[src/rtl/wpb_pkg.sv]
package wpb_pkg;

    parameter int unsigned ADDR_W = 16;
    parameter int unsigned DATA_W = 32;

    typedef struct packed {
        logic [ADDR_W-1:0] addr;
        logic [DATA_W-1:0] data;
    } wpb_entry_t;

    // position of the entry that is `off` places younger than the slot at `base`
    function automatic int unsigned wpb_wrap(input int unsigned base,
                                             input int unsigned off,
                                             input int unsigned depth);
        int unsigned s;
        s = base + off;
        if (s >= depth) s = s - depth;
        return s;
    endfunction

endpackage

[src/rtl/wpb_ptrs.sv]
module wpb_ptrs #(
    parameter int unsigned DEPTH = 4,
    localparam int unsigned PTR_W = (DEPTH > 1) ? $clog2(DEPTH) : 1,
    localparam int unsigned CNT_W = $clog2(DEPTH + 1)
) (
    input  logic             clk,
    input  logic             rst,
    input  logic             push,
    input  logic             pop,
    output logic [PTR_W-1:0] wr_ptr,
    output logic [PTR_W-1:0] rd_ptr,
    output logic [CNT_W-1:0] count,
    output logic             full,
    output logic             empty
);

    localparam logic [PTR_W-1:0] LAST = PTR_W'(DEPTH - 1);
    localparam logic [CNT_W-1:0] CAP  = CNT_W'(DEPTH);

    always_ff @(posedge clk) begin
        if (rst) begin
            wr_ptr <= '0;
            rd_ptr <= '0;
            count  <= '0;
        end else begin
            if (push) wr_ptr <= (wr_ptr == LAST) ? '0 : wr_ptr + 1'b1;
            if (pop)  rd_ptr <= (rd_ptr == LAST) ? '0 : rd_ptr + 1'b1;
            case ({push, pop})
                2'b10:   count <= count + 1'b1;
                2'b01:   count <= count - 1'b1;
                default: count <= count;
            endcase
        end
    end

    assign full  = (count == CAP);
    assign empty = (count == '0);

    p_count_bound_r2: assert property (@(posedge clk) disable iff (rst)
        count <= CAP);

    p_same_count_r4: assert property (@(posedge clk) disable iff (rst)
        (push && pop) |=> (count == $past(count)));

    p_no_underflow_r3: assert property (@(posedge clk) disable iff (rst)
        (empty && !push) |=> empty);

endmodule

[src/rtl/wpb_store.sv]
module wpb_store
    import wpb_pkg::*;
#(
    parameter int unsigned DEPTH = 4,
    localparam int unsigned PTR_W = (DEPTH > 1) ? $clog2(DEPTH) : 1
) (
    input  logic                         clk,
    input  logic                         rst,
    input  logic                         push,
    input  logic [PTR_W-1:0]             wr_ptr,
    input  wpb_entry_t                   wr_entry,
    input  logic                         pop,
    input  logic [PTR_W-1:0]             rd_ptr,
    output wpb_entry_t [DEPTH-1:0]       slots,
    output logic       [DEPTH-1:0]       valid
);

    for (genvar g = 0; g < DEPTH; g++) begin : g_slot
        logic load_here;
        logic drop_here;
        assign load_here = push && (wr_ptr == PTR_W'(g));
        assign drop_here = pop  && (rd_ptr == PTR_W'(g));

        always_ff @(posedge clk) begin
            if (rst) begin
                valid[g] <= 1'b0;
                slots[g] <= '0;
            end else begin
                if (load_here) begin
                    slots[g] <= wr_entry;
                    valid[g] <= 1'b1;
                end else if (drop_here) begin
                    valid[g] <= 1'b0;
                end
            end
        end

        p_slot_kept_r3: assert property (@(posedge clk) disable iff (rst)
            (valid[g] && !drop_here) |=> (valid[g] && $stable(slots[g])));
    end

endmodule

[src/rtl/wpb_match.sv]
module wpb_match
    import wpb_pkg::*;
#(
    parameter int unsigned DEPTH = 4,
    localparam int unsigned PTR_W = (DEPTH > 1) ? $clog2(DEPTH) : 1
) (
    input  wpb_entry_t [DEPTH-1:0] slots,
    input  logic       [DEPTH-1:0] valid,
    input  logic       [PTR_W-1:0] rd_ptr,
    input  logic                   look,
    input  logic [ADDR_W-1:0]      look_addr,
    output logic                   hit,
    output logic [DATA_W-1:0]      data
);

    logic [DEPTH-1:0] eq;

    for (genvar g = 0; g < DEPTH; g++) begin : g_cmp
        assign eq[g] = valid[g] && (slots[g].addr == look_addr);
    end

    // walk oldest to youngest so the youngest matching slot wins
    always_comb begin
        logic [PTR_W-1:0] s;
        hit  = 1'b0;
        data = '0;
        for (int i = 0; i < DEPTH; i++) begin
            s = PTR_W'(wpb_wrap(int'(rd_ptr), i, DEPTH));
            if (eq[s]) begin
                hit  = look;
                data = slots[s].data;
            end
        end
    end

    always_comb begin
        if (hit) a_hit_needs_entry_r5: assert (|eq);
        if (look && (eq == '0)) a_no_entry_miss_r7: assert (!hit);
    end

endmodule

[src/rtl/wr_post_buffer.sv]
module wr_post_buffer
    import wpb_pkg::*;
#(
    parameter int unsigned DEPTH = 4
) (
    input  logic              clk,
    input  logic              rst,
    input  logic              cpu_wr_valid,
    input  logic [ADDR_W-1:0] cpu_wr_addr,
    input  logic [DATA_W-1:0] cpu_wr_data,
    output logic              cpu_wr_full,
    input  logic              cpu_rd_valid,
    input  logic [ADDR_W-1:0] cpu_rd_addr,
    output logic              rd_fwd_hit,
    output logic [DATA_W-1:0] rd_fwd_data,
    output logic              mem_rd_req,
    output logic [ADDR_W-1:0] mem_rd_addr,
    output logic              mem_wr_req,
    output logic [ADDR_W-1:0] mem_wr_addr,
    output logic [DATA_W-1:0] mem_wr_data,
    input  logic              mem_wr_ack
);

    localparam int unsigned PTR_W = (DEPTH > 1) ? $clog2(DEPTH) : 1;
    localparam int unsigned CNT_W = $clog2(DEPTH + 1);

    logic                   push, pop, full, empty;
    logic [PTR_W-1:0]       wr_ptr, rd_ptr;
    logic [CNT_W-1:0]       count;
    wpb_entry_t             new_entry;
    wpb_entry_t [DEPTH-1:0] slots;
    logic [DEPTH-1:0]       valid;
    logic                   hit;

    assign push      = cpu_wr_valid && !full;
    assign pop       = !empty && mem_wr_ack;
    assign new_entry = '{addr: cpu_wr_addr, data: cpu_wr_data};

    wpb_ptrs #(.DEPTH(DEPTH)) u_ptrs (
        .clk(clk), .rst(rst), .push(push), .pop(pop),
        .wr_ptr(wr_ptr), .rd_ptr(rd_ptr), .count(count),
        .full(full), .empty(empty)
    );

    wpb_store #(.DEPTH(DEPTH)) u_store (
        .clk(clk), .rst(rst), .push(push), .wr_ptr(wr_ptr),
        .wr_entry(new_entry), .pop(pop), .rd_ptr(rd_ptr),
        .slots(slots), .valid(valid)
    );

    wpb_match #(.DEPTH(DEPTH)) u_match (
        .slots(slots), .valid(valid), .rd_ptr(rd_ptr),
        .look(cpu_rd_valid), .look_addr(cpu_rd_addr),
        .hit(hit), .data(rd_fwd_data)
    );

    assign cpu_wr_full = full;
    assign rd_fwd_hit  = hit;
    assign mem_rd_req  = cpu_rd_valid && !hit;
    assign mem_rd_addr = cpu_rd_addr;
    assign mem_wr_req  = !empty;
    assign mem_wr_addr = slots[rd_ptr].addr;
    assign mem_wr_data = slots[rd_ptr].data;

    p_valid_tracks_count_r3: assert property (@(posedge clk) disable iff (rst)
        $countones(valid) == int'(count));

    p_offer_held_r3: assert property (@(posedge clk) disable iff (rst)
        (mem_wr_req && !mem_wr_ack) |=>
            (mem_wr_req && $stable(mem_wr_addr) && $stable(mem_wr_data)));

    p_full_drops_store_r2: assert property (@(posedge clk) disable iff (rst)
        (cpu_wr_full && !mem_wr_ack) |=> cpu_wr_full);

    p_read_routed_r7: assert property (@(posedge clk) disable iff (rst)
        cpu_rd_valid |-> $onehot({rd_fwd_hit, mem_rd_req}));

    p_empty_miss_r8: assert property (@(posedge clk) disable iff (rst)
        (!mem_wr_req && cpu_rd_valid) |-> mem_rd_req);

endmodule

[config.mk]
export PLATFORM = sky130hd
export DESIGN_NAME = wr_post_buffer
export DESIGN_NICKNAME = d
export VERILOG_FILES = /design/src/rtl/wpb_pkg.sv /design/src/rtl/wpb_ptrs.sv /design/src/rtl/wpb_store.sv /design/src/rtl/wpb_match.sv /design/src/rtl/wr_post_buffer.sv
export SDC_FILE = /design/constraint.sdc
export NUM_CORES = 1
export LEC_CHECK = 0
export BUFFER_PORTS_ARGS = -buffer_cell sky130_fd_sc_hd__buf_4
export CAP_MARGIN = 20
export CORE_MARGIN = 1.5
export CORE_UTILIZATION = 54
export DETAILED_ROUTE_END_ITERATION = 7
export PLACE_DENSITY_LB_ADDON = 0.3
export SLEW_MARGIN = 20
export SYNTH_ARGS = -nofsm -noshare
export SYNTH_HDL_FRONTEND = slang
export SYNTH_HIERARCHICAL = 1
export SYNTH_SLANG_ARGS = --single-unit
[constraint.sdc]
create_clock -name clk -period 7.1 [get_ports clk]
set_clock_uncertainty 0.2 [all_clocks]
set_input_delay 1.775 -clock clk [delete_from_list [all_inputs] [get_ports clk]]
set_output_delay 1.775 -clock clk [all_outputs]
set_load 0.005 [all_outputs]
==> results.rst, run 1 <==
.. list-table::
   :header-rows: 1

   * - Metric
     - Value
   * - Final instance area
     - ~16000 um2
   * - Number of diodes added for antenna fixing
     - 0
   * - Kind of capture point of the worst setup path
     - output pin
   * - Clock sink count
     - just over 200
   * - Nets
     - 1581
   * - Cell area reported after detailed placement
     - around 15000 um2
   * - Pwr per Cell Area
     - between 200 and 300 nW/um2
   * - Wire length of the first global-routing pass
     - 60400 um
   * - Most common cell in the synthesized netlist
     - sky130_fd_sc_hd__nand2b_1
   * - Wire length on met2
     - 18300 um
   * - DRT Wirelength
     - 38600 um
   * - Clock input transition at the sequential cells of the worst setup and hold paths
     - about 0.06 ns
   * - Most used standard cells in the synthesized netlist
     - sky130_fd_sc_hd__nand2b_1 (246), sky130_fd_sc_hd__mux2i_1 (243), sky130_fd_sc_hd__dfxtp_1 (203), sky130_fd_sc_hd__clkbuf_1 (69), sky130_fd_sc_hd__mux2_2 (56)
   * - Post-Synthesis Net Count
     - 1496
   * - Core outline area
     - approximately 25000 um2
   * - Starting utilization of the core area
     - 55.4%
   * - Reg2reg end
     - u_store/slots[161]
   * - Post-Synthesis Cells
     - 1423
   * - Part of the cycle the worst path needs
     - ~97%
   * - Final hold violation count
     - 0
   * - Clk_lat worst skew
     - 0.52 ns
   * - Clock Tree Root
     - sky130_fd_sc_hd__clkbuf_16
   * - Die area
     - roughly 27000 um2
   * - Yosys synthesis warning count
     - 6
   * - Total via count in the routed design
     - 11466
   * - Final-layout worst hold slack
     - ~0.3 ns
   * - Die Y
     - approximately 160 um
   * - Uppermost layer routed
     - met4
   * - Number of antenna violations at the first check in global routing
     - 0
   * - First drt pass iteration count
     - 5
   * - Most frequent cell on the critical path
     - sky130_fd_sc_hd__buf_4
   * - EDFF count, synth
     - 0
   * - Synth Cell Area
     - 14100 um2
   * - Final Slew Violations
     - 0
   * - Final weighted congestion in routability-driven placement
     - around 0.99
   * - Total design power
     - 4.16 mW
   * - Multi-input gate area in the final layout
     - between 9000 and 10000 um2
   * - Netlist cell types
     - 68
   * - Leakage Power
     - 6.87 nW
   * - Maximum frequency from static timing analysis
     - 0.146 GHz
   * - Commonest register cell after synthesis
     - sky130_fd_sc_hd__dfxtp_1
   * - Largest net degree at the start of global routing
     - 172
   * - Seq/Total Area, Yosys
     - a little under 30%
   * - DRC
     - 0
   * - Via count of the first global-routing pass
     - approximately 11000
   * - FF+latch area
     - between 4000 and 5000 um2
   * - Number of buffers on the longest clock path
     - 3
   * - # H-tree levels
     - 1
   * - Largest stage delay on the critical path
     - between 0.7 and 0.8 ns
   * - Critical Path, Cell by Cell
     - buf_4 -> xor2_1 -> or4_1 -> nor4_2 -> and2_1 -> nor3_1 -> mux4_2 -> o211ai_1 -> a32oi_1 -> buf_4
   * - Hold Crit Start
     - u_store/valid[0]
   * - Startpoint kind of the worst setup timing path
     - primary input
   * - Remaining antenna violation count after routing
     - 0
   * - Register-to-register setup slack
     - approximately 4.4 ns
   * - Sum Neg Setup Slack
     - 0 ns
   * - Crit Reg-Reg Startpoint
     - u_ptrs/count[0]
   * - WP data arrival
     - around 5 ns
   * - Slew margin rel.
     - 23.0%
   * - Worst Reg-to-Reg Cells
     - 6
   * - Required time of the critical path
     - 5.12 ns
   * - Grt ovf
     - 0
   * - GRT Overall Usage
     - 28.1%
   * - Final count of negative-setup-slack endpoints
     - 0
   * - DR WL/cell
     - 20.8 um
   * - Worst hold path stage count
     - 2
   * - Total of flip-flops plus latches after synthesis
     - between 200 and 250
   * - TritonCTS clock tree
     - built
   * - Worst-path maximum fanout
     - 13
   * - DRT iter0 DRCs
     - approximately 1000
   * - Metal3 WL
     - 2460 um
   * - Share of final-layout standard cells stronger than drive strength 1
     - ~25%
   * - Post-layout minimum cycle time
     - just under 7 ns
   * - Leading area contributor after synthesis
     - sky130_fd_sc_hd__dfxtp_1
   * - Top-Level Pins
     - between 150 and 200
   * - Wl on met1
     - roughly 17000 um
   * - Vias/cell
     - 6.18
   * - Outcome
     - completed
   * - Worst min-delay path endpoint
     - u_store/valid[0]
   * - Worst path slowest cell
     - sky130_fd_sc_hd__mux4_2
   * - RSZ-0062 raised after global routing
     - false
   * - Hold-fix buffers, CTS
     - 0
   * - Worst setup path category
     - primary input to output pin
   * - IR Drop Worst-Case VDD
     - between 150 and 200 uV
   * - Slew of the pin with the lowest slew margin
     - roughly 1.2 ns
   * - IO buf count
     - between 150 and 200
   * - Horizontal extent of the die
     - ~160 um
   * - Kind of path behind the tightest hold check
     - flop to flop
   * - Fill count
     - approximately 2100
   * - Top post-synthesis cells by area
     - sky130_fd_sc_hd__dfxtp_1 (29%), sky130_fd_sc_hd__mux2i_1 (17%), sky130_fd_sc_hd__nand2b_1 (11%)
   * - Row cnt
     - a little under 60
   * - Total of max-cap violations
     - 0
   * - Number of CTS-inserted buffers
     - 23
   * - DP HPWL
     - 24400 um
   * - Area fraction of the dominant cell type after synthesis
     - approximately 29%
   * - Syn-to-layout area delta
     - 14.5%
   * - Post-Synthesis Mean Instance Area
     - roughly 10 um2
   * - Share of async-settable or async-resettable flops after synthesis
     - 0%
==> final cells by class <==
cell class                 count  area share [%]
clock buffer                  28            4.00
clock inverter                13           0.815
inverter                      22           0.512
multi-input combinational   1065            57.6
sequential                   203            25.3
tap                          330            2.56
timing repair buffer         193            9.30
==> what timing repair did <==
action / CTS / global route
endpoints found under the setup margin: 0 / 3
gates resized for setup: 0 / 0
setup buffers: 0 / 2
==> cell usage in the layout, fill, tap and decap left out, types with 12 or more instances in the layout <==
cell type	instances
sky130_fd_sc_hd__nor3_1	12
sky130_fd_sc_hd__xor2_1	32
sky130_fd_sc_hd__a221oi_1	13
sky130_fd_sc_hd__o21ai_0	38
sky130_fd_sc_hd__a32oi_1	22
sky130_fd_sc_hd__a21oi_1	44
sky130_fd_sc_hd__a211o_1	14
sky130_fd_sc_hd__inv_1	22
sky130_fd_sc_hd__mux4_2	49
sky130_fd_sc_hd__xnor2_1	35
sky130_fd_sc_hd__nand2b_1	246
sky130_fd_sc_hd__dfxtp_1	201
sky130_fd_sc_hd__a211oi_1	15
sky130_fd_sc_hd__clkbuf_16	24
sky130_fd_sc_hd__buf_4	189
sky130_fd_sc_hd__o22ai_1	24
sky130_fd_sc_hd__a21o_1	25
sky130_fd_sc_hd__nor2_1	19
sky130_fd_sc_hd__mux2i_1	243
sky130_fd_sc_hd__nor2b_1	28
sky130_fd_sc_hd__nand2_1	17
sky130_fd_sc_hd__mux2_2	56
==> where the power goes <==
group          leakage (nW)  internal [mW]  switching (mW)
Combinational          4.84          0.765           0.791
Sequential             1.65           1.23           0.143
Clock                 0.384          0.723           0.508
Total                  6.87           2.72            1.44
==> metrics by stage <==
step | setup WS [ns] | utilization, % | std cells
3_5_place_dp | 0.0288 | 60.3 | 1811
5_1_grt | 0.113 | 63.5 | 1854
4_1_cts | 0.0543 | 63.4 | 1852
3_3_place_gp | 0.110 | 60.3 | 1811
2_1_floorplan | 0.942 | - | 1423
6_report | 0.235 | 63.5 | 1854
==> metal layers <==
layer / vias up / GRT usage [%]
met5: - / 0
met4: 0 / 9.54
met3: 77 / 3.62
met2: 436 / 46.5
met1: 5596 / 37.7
li1: 5357 / -
==> critical path, delay by kind of cell <==
family / cells / cell delay [ns]
multiplexers: 1 / 0.71
AND/OR/NAND/NOR: 4 / 1.49
buffers and inverters: 2 / 0.35
XOR/XNOR: 1 / 0.19
AO/OA/AOI/OAI: 2 / 0.36
==> sequential cells by signal, summed over array words and instances, names as in the netlist <==
| name | flops |
|---|---|
| u_store/slots | 192 |
| u_ptrs/rd_ptr | 2 |
| u_ptrs/wr_ptr | 2 |
| u_ptrs/count | 3 |
| u_store/valid | 4 |
==> logic make-up after synthesis <==
family	synth area share [%]
DFF	28.9
xor gates and xnor gates	4.17
and+or+nand+nor	16.9
AOI/OAI and AO/OA	14.5
buffers and inverters	5.56
adders and majority gates	0.409
muxes	29.6
==> worst max path at each step <==
stage / from / endpoint / slack (ns) / cells after the start
CTS: cpu_rd_addr[14] / rd_fwd_data[30] / 0.05 / 10
detailed placement: cpu_rd_addr[14] / rd_fwd_data[26] / 0.03 / 10
global route: cpu_rd_addr[12] / rd_fwd_data[31] / 0.11 / 10
finish: cpu_rd_addr[12] / rd_fwd_data[31] / 0.24 / 10
global placement: cpu_rd_addr[14] / rd_fwd_data[26] / 0.11 / 10
floorplan: cpu_rd_addr[5] / rd_fwd_data[13] / 0.94 / 10
(Power assumes the default switching activity.)
==> inputs of run 2 (changes only) <==
--- a/config.mk
+++ b/config.mk
@@ -7,6 +7,7 @@
 export LEC_CHECK = 0
 export BUFFER_PORTS_ARGS = -buffer_cell sky130_fd_sc_hd__buf_4
 export CAP_MARGIN = 20
+export CORE_ASPECT_RATIO = 0.75
 export CORE_MARGIN = 1.5
 export CORE_UTILIZATION = 54
 export DETAILED_ROUTE_END_ITERATION = 7
==> run 2 against run 1 <==
Net effect:
- non-clock buffer count up 6
- die area about the same
- register-to-register slack worse by 0.12 ns
- combinational power about the same
- total power up 1.5%
- setup slack worse by 0.056 ns
- highest routed layer unchanged
- first-iteration DRC count down 3.2%
- critical path type unchanged
- fmax down 0.82%
- largest cell class unchanged
- clock-buffer cell count up 3
- core utilization up 0.61 points
- via count up 1.2%
- clock power up 5%
==> results.rst, run 2 (synthesis results as in run 1) <==
.. list-table::
   :header-rows: 1

   * - Metric
     - Value
   * - DR WL/cell
     - 21.1 um (was 20.8 um)
   * - Clock Tree Root
     - sky130_fd_sc_hd__clkbuf_16 (unchanged)
   * - DRT iter0 DRCs
     - 1008 (was 1041)
   * - Grt ovf
     - 0 (unchanged)
   * - Switching pwr
     - 1.42 mW (was 1.44 mW)
   * - Most common library cell in the layout ignoring fill and taps
     - sky130_fd_sc_hd__nand2b_1 (unchanged)
   * - Placed insts
     - 1827 (was 1811)
   * - Worst path slowest cell
     - sky130_fd_sc_hd__mux4_2 (unchanged)
   * - Required time of the critical path
     - 5.12 ns (about the same)
   * - Vias/cell
     - 6.22 (was 6.18)
   * - DP HPWL
     - 25500 um (was 24400 um)
   * - Outcome
     - completed (unchanged)
   * - Largest net degree at the start of global routing
     - 256 (was 172)
   * - Start point of the critical path
     - cpu_rd_addr[12] (unchanged)
   * - Part of the cycle the worst path needs
     - 97.5% (was 96.7%)
   * - Flop pwr share
     - 32.2% (was 33.0%)
   * - Cell area reported after detailed placement
     - 15400 um2 (was 15300 um2)
   * - Clock input transition at the sequential cells of the worst setup and hold paths
     - 0.06 ns (about the same)
   * - Final count of negative-setup-slack endpoints
     - 0 (unchanged)
   * - # H-tree levels
     - 1 (unchanged)
   * - Startpoint kind of the worst setup timing path
     - primary input (unchanged)
   * - Pwr per Cell Area
     - 261 nW/um2 (was 258 nW/um2)
   * - Kind of path behind the tightest hold check
     - flop to flop (unchanged)
   * - Wire length of the first global-routing pass
     - 62200 um (was 60400 um)
   * - Kind of capture point of the worst setup path
     - output pin (unchanged)
   * - Core outline area
     - 25300 um2 (was 25400 um2)
   * - Worst-path maximum fanout
     - 13 (unchanged)
   * - TritonCTS clock tree
     - built (unchanged)
   * - Top-Level Pins
     - 169 (unchanged)
   * - Sum Neg Setup Slack
     - 0 ns (unchanged)
   * - IR Drop Worst-Case VDD
     - 175 uV (was 188 uV)
   * - Via count of the first global-routing pass
     - 11299 (was 11119)
   * - Number of diodes added for antenna fixing
     - 0 (unchanged)
   * - Critical Path, Cell by Cell
     - buf_4 -> xor2_1 -> or4_1 -> nor4_4 -> and2_1 -> nor3_1 -> mux4_2 -> o211ai_1 -> a32oi_1 -> buf_4 (was buf_4 -> xor2_1 -> or4_1 -> nor4_2 -> and2_1 -> nor3_1 -> mux4_2 -> o211ai_1 -> a32oi_1 -> buf_4)
   * - Most flops, register
     - u_store/slots (unchanged)
   * - Total via count in the routed design
     - 11605 (was 11466)
   * - Combinational Power Share
     - 37.2% (was 37.4%)
   * - IO buf count
     - 168 (unchanged)
   * - Clock share of power
     - 30.6% (was 29.6%)
   * - Die Y
     - 143 um (was 164 um)
   * - Die area
     - 27100 um2 (was 27000 um2)
   * - Post-layout minimum cycle time
     - 6.92 ns (was 6.86 ns)
   * - Final instance area
     - 16200 um2 (was 16100 um2)
   * - GRT Overall Usage
     - 28.7% (was 28.1%)
   * - Reg2reg end
     - u_store/slots[167] (was u_store/slots[161])
   * - Nets
     - 1587 (was 1581)
   * - Register-to-register setup slack
     - 4.26 ns (was 4.38 ns)
   * - Crit Reg-Reg Startpoint
     - u_ptrs/count[0] (unchanged)
   * - WP data arrival
     - 4.95 ns (was 4.89 ns)
   * - Flip-flop count of the largest register after layout
     - 192 (unchanged)
   * - Maximum frequency from static timing analysis
     - 0.144 GHz (was 0.146 GHz)
   * - Largest stage delay on the critical path
     - 0.73 ns (was 0.71 ns)
   * - Worst setup path end
     - rd_fwd_data[1] (was rd_fwd_data[31])
   * - Starting utilization of the core area
     - 55.7% (was 55.4%)
   * - Worst setup path category
     - primary input to output pin (unchanged)
   * - Most frequent cells in the layout
     - sky130_fd_sc_hd__nand2b_1 (246), sky130_fd_sc_hd__mux2i_1 (243), sky130_fd_sc_hd__dfxtp_1 (201) (unchanged)
   * - RSZ-0062 raised after global routing
     - false (unchanged)
   * - Remaining antenna violation count after routing
     - 0 (unchanged)
   * - Slew margin rel.
     - 29.1% (was 23.0%)
   * - Clock sink count
     - 203 (unchanged)
   * - Switching Share
     - 33.7% (was 34.7%)
   * - Slew of the pin with the lowest slew margin
     - 1.06 ns (was 1.15 ns)
   * - Final Slew Violations
     - 0 (unchanged)
   * - Horizontal extent of the die
     - 189 um (was 164 um)
   * - Number of CTS-inserted buffers
     - 23 (unchanged)
   * - DRC
     - 0 (unchanged)
   * - Share of final-layout standard cells stronger than drive strength 1
     - 25.6% (was 25.5%)
   * - Number of buffers on the longest clock path
     - 3 (unchanged)
   * - Number of cells in the finished layout apart from fillers
     - 1867 (was 1854)
   * - DRT Wirelength
     - 39400 um (was 38600 um)
   * - Final-layout worst hold slack
     - 0.276 ns (was 0.305 ns)
   * - Total of max-cap violations
     - 0 (unchanged)
   * - Largest registers
     - u_store/slots (192), u_store/valid (4), u_ptrs/count (3) (unchanged)
   * - Leakage Power
     - 6.92 nW (was 6.87 nW)
   * - Worst Reg-to-Reg Cells
     - 6 (unchanged)
   * - Row cnt
     - 50 (was 58)
   * - Syn-to-layout area delta
     - 15.0% (was 14.5%)
   * - Final hold violation count
     - 0 (unchanged)
   * - Number of antenna violations at the first check in global routing
     - 0 (unchanged)
   * - Clk_lat worst skew
     - 0.51 ns (was 0.52 ns)
   * - Most frequent cell on the critical path
     - sky130_fd_sc_hd__buf_4 (unchanged)
   * - First drt pass iteration count
     - 7 (was 5)
   * - Internal Pwr Total
     - 2.80 mW (was 2.72 mW)
   * - Final weighted congestion in routability-driven placement
     - 0.953 (was 0.985)
[run 2: changes by cell type in the layout (fill, tap and decap cells not counted), sizes merged]
cell,delta
clkinv,-3
clkbuf,+3
inv,-2
clkinvlp,-1
buf,+6
bufinv,+2
[run 2: worst min-delay path by stage]
| stage | start | endpoint | slack (ns) | cells past startpoint |
|---|---|---|---|---|
| after global routing | u_store/valid[0] | u_store/valid[0] | 0.32 | 2 |
| after global placement | u_store/valid[0] | u_store/valid[0] | 0.26 | 2 |
| after detailed placement | u_store/valid[0] | u_store/valid[0] | 0.26 | 2 |
| final | u_store/valid[0] | u_store/valid[0] | 0.28 | 2 |
| after floorplan | u_store/valid[0] | u_store/valid[0] | 0.25 | 2 |
| after CTS | u_store/valid[0] | u_store/valid[0] | 0.27 | 2 |
[run 2: layer usage]
layer / share of wire [%] / vias to the layer above / global-route usage, %
met5: 0 / - / 0
met4: 2.4 / 0 / 7.31
met3: 8.4 / 72 / 4.94
met2: 43 / 546 / 43.4
met1: 46 / 5596 / 42.1
li1: - / 5391 / -
[run 2: critical path, delay by kind of cell]
| kind | cells | cell delay (ns) |
|---|---|---|
| AND/OR/NAND/NOR | 4 | 1.51 |
| multiplexers | 1 | 0.73 |
| AO/OA/AOI/OAI | 2 | 0.39 |
| buffers and inverters | 2 | 0.34 |
| XOR/XNOR | 1 | 0.20 |
[run 2: through the flow]
stage | util [%] | total power [mW] | setup WS, ns
after CTS | 64.0 | 4.23 | 0.211
final | 64.1 | 4.22 | 0.179
after global routing | 64.1 | 4.43 | 0.0700
after detailed placement | 60.8 | 2.93 | 0.222
after global placement | 60.8 | 2.90 | 0.278
after floorplan | - | 2.43 | 0.942
[run 2: repair_timing]
| item | 4_1_cts | 5_1_grt |
|---|---|---|
| setup endpoints to repair | 0 | 2 |
| gates resized for setup | 0 | 1 |
| setup buffers | 0 | 0 |
| hold buffers | 0 | 0 |
[run 2: power by group through the flow]
stage                     clock network (mW)  logic [mW]  registers [mW]
after CTS                               1.31        1.56            1.36
final                                   1.29        1.57            1.36
after floorplan                            0        1.11            1.32
after detailed placement                   0        1.55            1.38
after global placement                     0        1.52            1.38
after global routing                    1.36        1.69            1.38
[run 2: final cells by class]
| cell class | count | area [um2] |
|---|---|---|
| Tap cell | 338 | 423 |
| Sequential cell | 203 | 4070 |
| Clock inverter | 9 | 148 |
| Timing Repair Buffer | 199 | 1520 |
| Clock buffer | 31 | 666 |
| Inverter | 22 | 82.6 |
| Multi-Input combinational cell | 1065 | 9290 |
| Fill cell | 2110 | 9080 |
==> inputs of run 3 (changes only) <==
--- a/config.mk
+++ b/config.mk
@@ -7,9 +7,9 @@
 export LEC_CHECK = 0
 export BUFFER_PORTS_ARGS = -buffer_cell sky130_fd_sc_hd__buf_4
 export CAP_MARGIN = 20
-export CORE_ASPECT_RATIO = 0.75
+export CORE_ASPECT_RATIO = 1.75
 export CORE_MARGIN = 1.5
-export CORE_UTILIZATION = 54
+export CORE_UTILIZATION = 50
 export DETAILED_ROUTE_END_ITERATION = 7
 export PLACE_DENSITY_LB_ADDON = 0.3
 export SLEW_MARGIN = 20
@@ -17,3 +17,4 @@
 export SYNTH_HDL_FRONTEND = slang
 export SYNTH_HIERARCHICAL = 1
 export SYNTH_SLANG_ARGS = --single-unit
+export TNS_END_PERCENT = 30
==> run 3 against run 2 <==
Net effect:
- final area is essentially flat
- non-clock buffer count down 1
- combinational power is essentially flat
- sequential power about the same
- critical path type unchanged
- critical endpoint is now rd_fwd_data[28]
- highest routed layer unchanged
==> results.rst, run 3 (synthesis results as in run 1) <==
.. list-table::
   :header-rows: 1

   * - Metric
     - Value
   * - First drt pass iteration count
     - 5 (was 7)
   * - Cell area reported after detailed placement
     - 15400 um2 (about the same)
   * - Kind of capture point of the worst setup path
     - output pin (unchanged)
   * - Kind of path behind the tightest hold check
     - flop to flop (unchanged)
   * - Wire length of the first global-routing pass
     - 62700 um (was 62200 um)
   * - Remaining antenna violation count after routing
     - 0 (unchanged)
   * - Uppermost layer routed
     - met4 (unchanged)
   * - Clock input transition at the sequential cells of the worst setup and hold paths
     - 0.06 ns (about the same)
   * - Top-Level Pins
     - 169 (unchanged)
   * - # H-tree levels
     - 1 (unchanged)
   * - Total via count in the routed design
     - 11653 (was 11605)
   * - Horizontal extent of the die
     - 130 um (was 189 um)
   * - Hold Crit Start
     - u_store/valid[0] (unchanged)
   * - Startpoint kind of the worst setup timing path
     - primary input (unchanged)
   * - Total of max-cap violations
     - 0 (unchanged)
   * - Final instance area
     - 16200 um2 (about the same)
   * - RSZ-0062 raised after global routing
     - false (unchanged)
   * - IR Drop Worst-Case VDD
     - 189 uV (was 175 uV)
   * - Wire length on met2
     - 21500 um (was 16800 um)
   * - DR WL/cell
     - 21.7 um (was 21.1 um)
   * - Slew margin rel.
     - 32.7% (was 29.1%)
   * - Start point of the critical path
     - cpu_rd_addr[12] (unchanged)
   * - Core outline area
     - 27900 um2 (was 25300 um2)
   * - IO buf count
     - 168 (unchanged)
   * - Via count of the first global-routing pass
     - 11573 (was 11299)
   * - Outcome
     - completed (unchanged)
   * - Worst setup path category
     - primary input to output pin (unchanged)
   * - TritonCTS clock tree
     - built (unchanged)
   * - Vias/cell
     - 6.14 (was 6.22)
   * - DRC
     - 0 (unchanged)
   * - Worst-path maximum fanout
     - 11 (was 13)
   * - Critical Path, Cell by Cell
     - buf_4 -> xor2_1 -> or4_1 -> nor4_2 -> and2_1 -> nor2_2 -> o32ai_2 -> a32oi_4 -> buf_12 -> o32ai_2 -> buf_4 (was buf_4 -> xor2_1 -> or4_1 -> nor4_4 -> and2_1 -> nor3_1 -> mux4_2 -> o211ai_1 -> a32oi_1 -> buf_4)
   * - Wl on met1
     - 15300 um (was 18300 um)
   * - Nets
     - 1585 (was 1587)
   * - DRT iter0 DRCs
     - 783 (was 1008)
   * - Largest net degree at the start of global routing
     - 96 (was 256)
   * - Post-layout minimum cycle time
     - 6.90 ns (was 6.92 ns)
   * - WP data arrival
     - 4.92 ns (was 4.95 ns)
   * - Flip-flop count of the largest register after layout
     - 192 (unchanged)
   * - Die area
     - 29200 um2 (was 27100 um2)
   * - Most common library cell in the layout ignoring fill and taps
     - sky130_fd_sc_hd__nand2b_1 (unchanged)
   * - Number of diodes added for antenna fixing
     - 0 (unchanged)
   * - FF+latch area
     - 4070 um2 (unchanged)
   * - Core utilization of the finished layout
     - 58.1% (was 64.1%)
   * - Share of final-layout standard cells stronger than drive strength 1
     - 25.6% (about the same)
   * - GRT Overall Usage
     - 27.5% (was 28.7%)
   * - Most flops, register
     - u_store/slots (unchanged)
   * - Number of CTS-inserted buffers
     - 22 (was 23)
   * - Starting utilization of the core area
     - 50.5% (was 55.7%)
   * - Largest stage delay on the critical path
     - 0.57 ns (was 0.73 ns)
   * - Number of antenna violations at the first check in global routing
     - 0 (unchanged)
   * - Number of instances resized during post-cts repair
     - 0 (unchanged)
   * - Pwr per Cell Area
     - 259 nW/um2 (was 261 nW/um2)
   * - Largest registers
     - u_store/slots (192), u_store/valid (4), u_ptrs/count (3) (unchanged)
   * - Clock Tree Root
     - sky130_fd_sc_hd__clkbuf_16 (unchanged)
   * - Final hold violation count
     - 0 (unchanged)
   * - Clk_lat worst skew
     - 0.52 ns (was 0.51 ns)
   * - DP HPWL
     - 27200 um (was 25500 um)
   * - Part of the cycle the worst path needs
     - 97.1% (was 97.5%)
   * - Metal3 WL
     - 2120 um (was 3330 um)
   * - Clock sink count
     - 203 (unchanged)
   * - Slew of the pin with the lowest slew margin
     - 1.01 ns (was 1.06 ns)
   * - Row cnt
     - 81 (was 50)
   * - Maximum frequency from static timing analysis
     - 0.145 GHz (was 0.144 GHz)
   * - DRT Wirelength
     - 41100 um (was 39400 um)
   * - Multi-input gate area in the final layout
     - 9280 um2 (was 9290 um2)
   * - Crit Reg-Reg Startpoint
     - u_ptrs/count[1] (was u_ptrs/count[0])
   * - Final weighted congestion in routability-driven placement
     - 0.964 (was 0.953)
   * - Total design power
     - 4.19 mW (was 4.22 mW)
   * - Syn-to-layout area delta
     - 14.9% (was 15.0%)
   * - Leakage Power
     - 6.88 nW (was 6.92 nW)
   * - Hold-fix buffers, CTS
     - 0 (unchanged)
   * - Sum Neg Setup Slack
     - 0 ns (unchanged)
   * - Required time of the critical path
     - 5.12 ns (about the same)
   * - Buffers inserted by post-CTS timing repair
     - 0 (unchanged)
   * - Number of buffers on the longest clock path
     - 3 (unchanged)
   * - Die Y
     - 225 um (was 143 um)
   * - Final Slew Violations
     - 0 (unchanged)
   * - Fill count
     - 2463 (was 2110)
   * - Most frequent cells in the layout
     - sky130_fd_sc_hd__nand2b_1 (246), sky130_fd_sc_hd__mux2i_1 (243), sky130_fd_sc_hd__dfxtp_1 (201) (unchanged)
   * - Final count of negative-setup-slack endpoints
     - 0 (unchanged)
   * - Worst path slowest cell
     - sky130_fd_sc_hd__or4_1 (was sky130_fd_sc_hd__mux4_2)
   * - Grt ovf
     - 0 (unchanged)
run 3: routing by layer:
layer  global-route usage (%)  vias up
met5                        0        -
met4                     15.2        0
met3                     3.87      117
met2                     49.8      407
met1                     30.5     5757
li1                         -     5372
run 3: area by class of cell:
class | instances | share of cell area, %
Multi-Input combinational cell | 1065 | 57.3
Sequential cell | 203 | 25.2
Timing Repair Buffer | 198 | 9.34
Clock buffer | 28 | 3.92
Tap cell | 373 | 2.88
Clock inverter | 9 | 0.843
Inverter | 22 | 0.510
run 3: path summary, 6_finish.rpt:
path | end | slack (ns) | cells past startpoint
max | rd_fwd_data[28] | 0.20 | 11
min | u_store/valid[0] | 0.29 | 2
max reg2reg | u_store/slots[151] | 4.00 | 6
min reg2reg | u_store/valid[0] | 0.29 | 2
run 3: report_power, final:
group	internal [mW]	total (mW)	switching [mW]
Clock	0.741	1.24	0.502
Sequential	1.23	1.35	0.121
Combinational	0.763	1.60	0.836
Total	2.73	4.19	1.46
run 3: through the flow:
step	hold WS [ns]	worst slack, ns	instances
global route	0.308	0.100	1898
global placement	0.258	0.292	1861
detailed placement	0.272	0.233	1861
finish	0.287	0.204	1898
CTS	0.284	0.246	1898
floorplan	0.245	0.942	1423
run 3: critical path, delay by kind of cell:
family | cells | cell delay, ns
XOR/XNOR | 1 | 0.20
AND/OR/NAND/NOR | 4 | 1.44
buffers and inverters | 3 | 0.57
AO/OA/AOI/OAI | 3 | 0.91
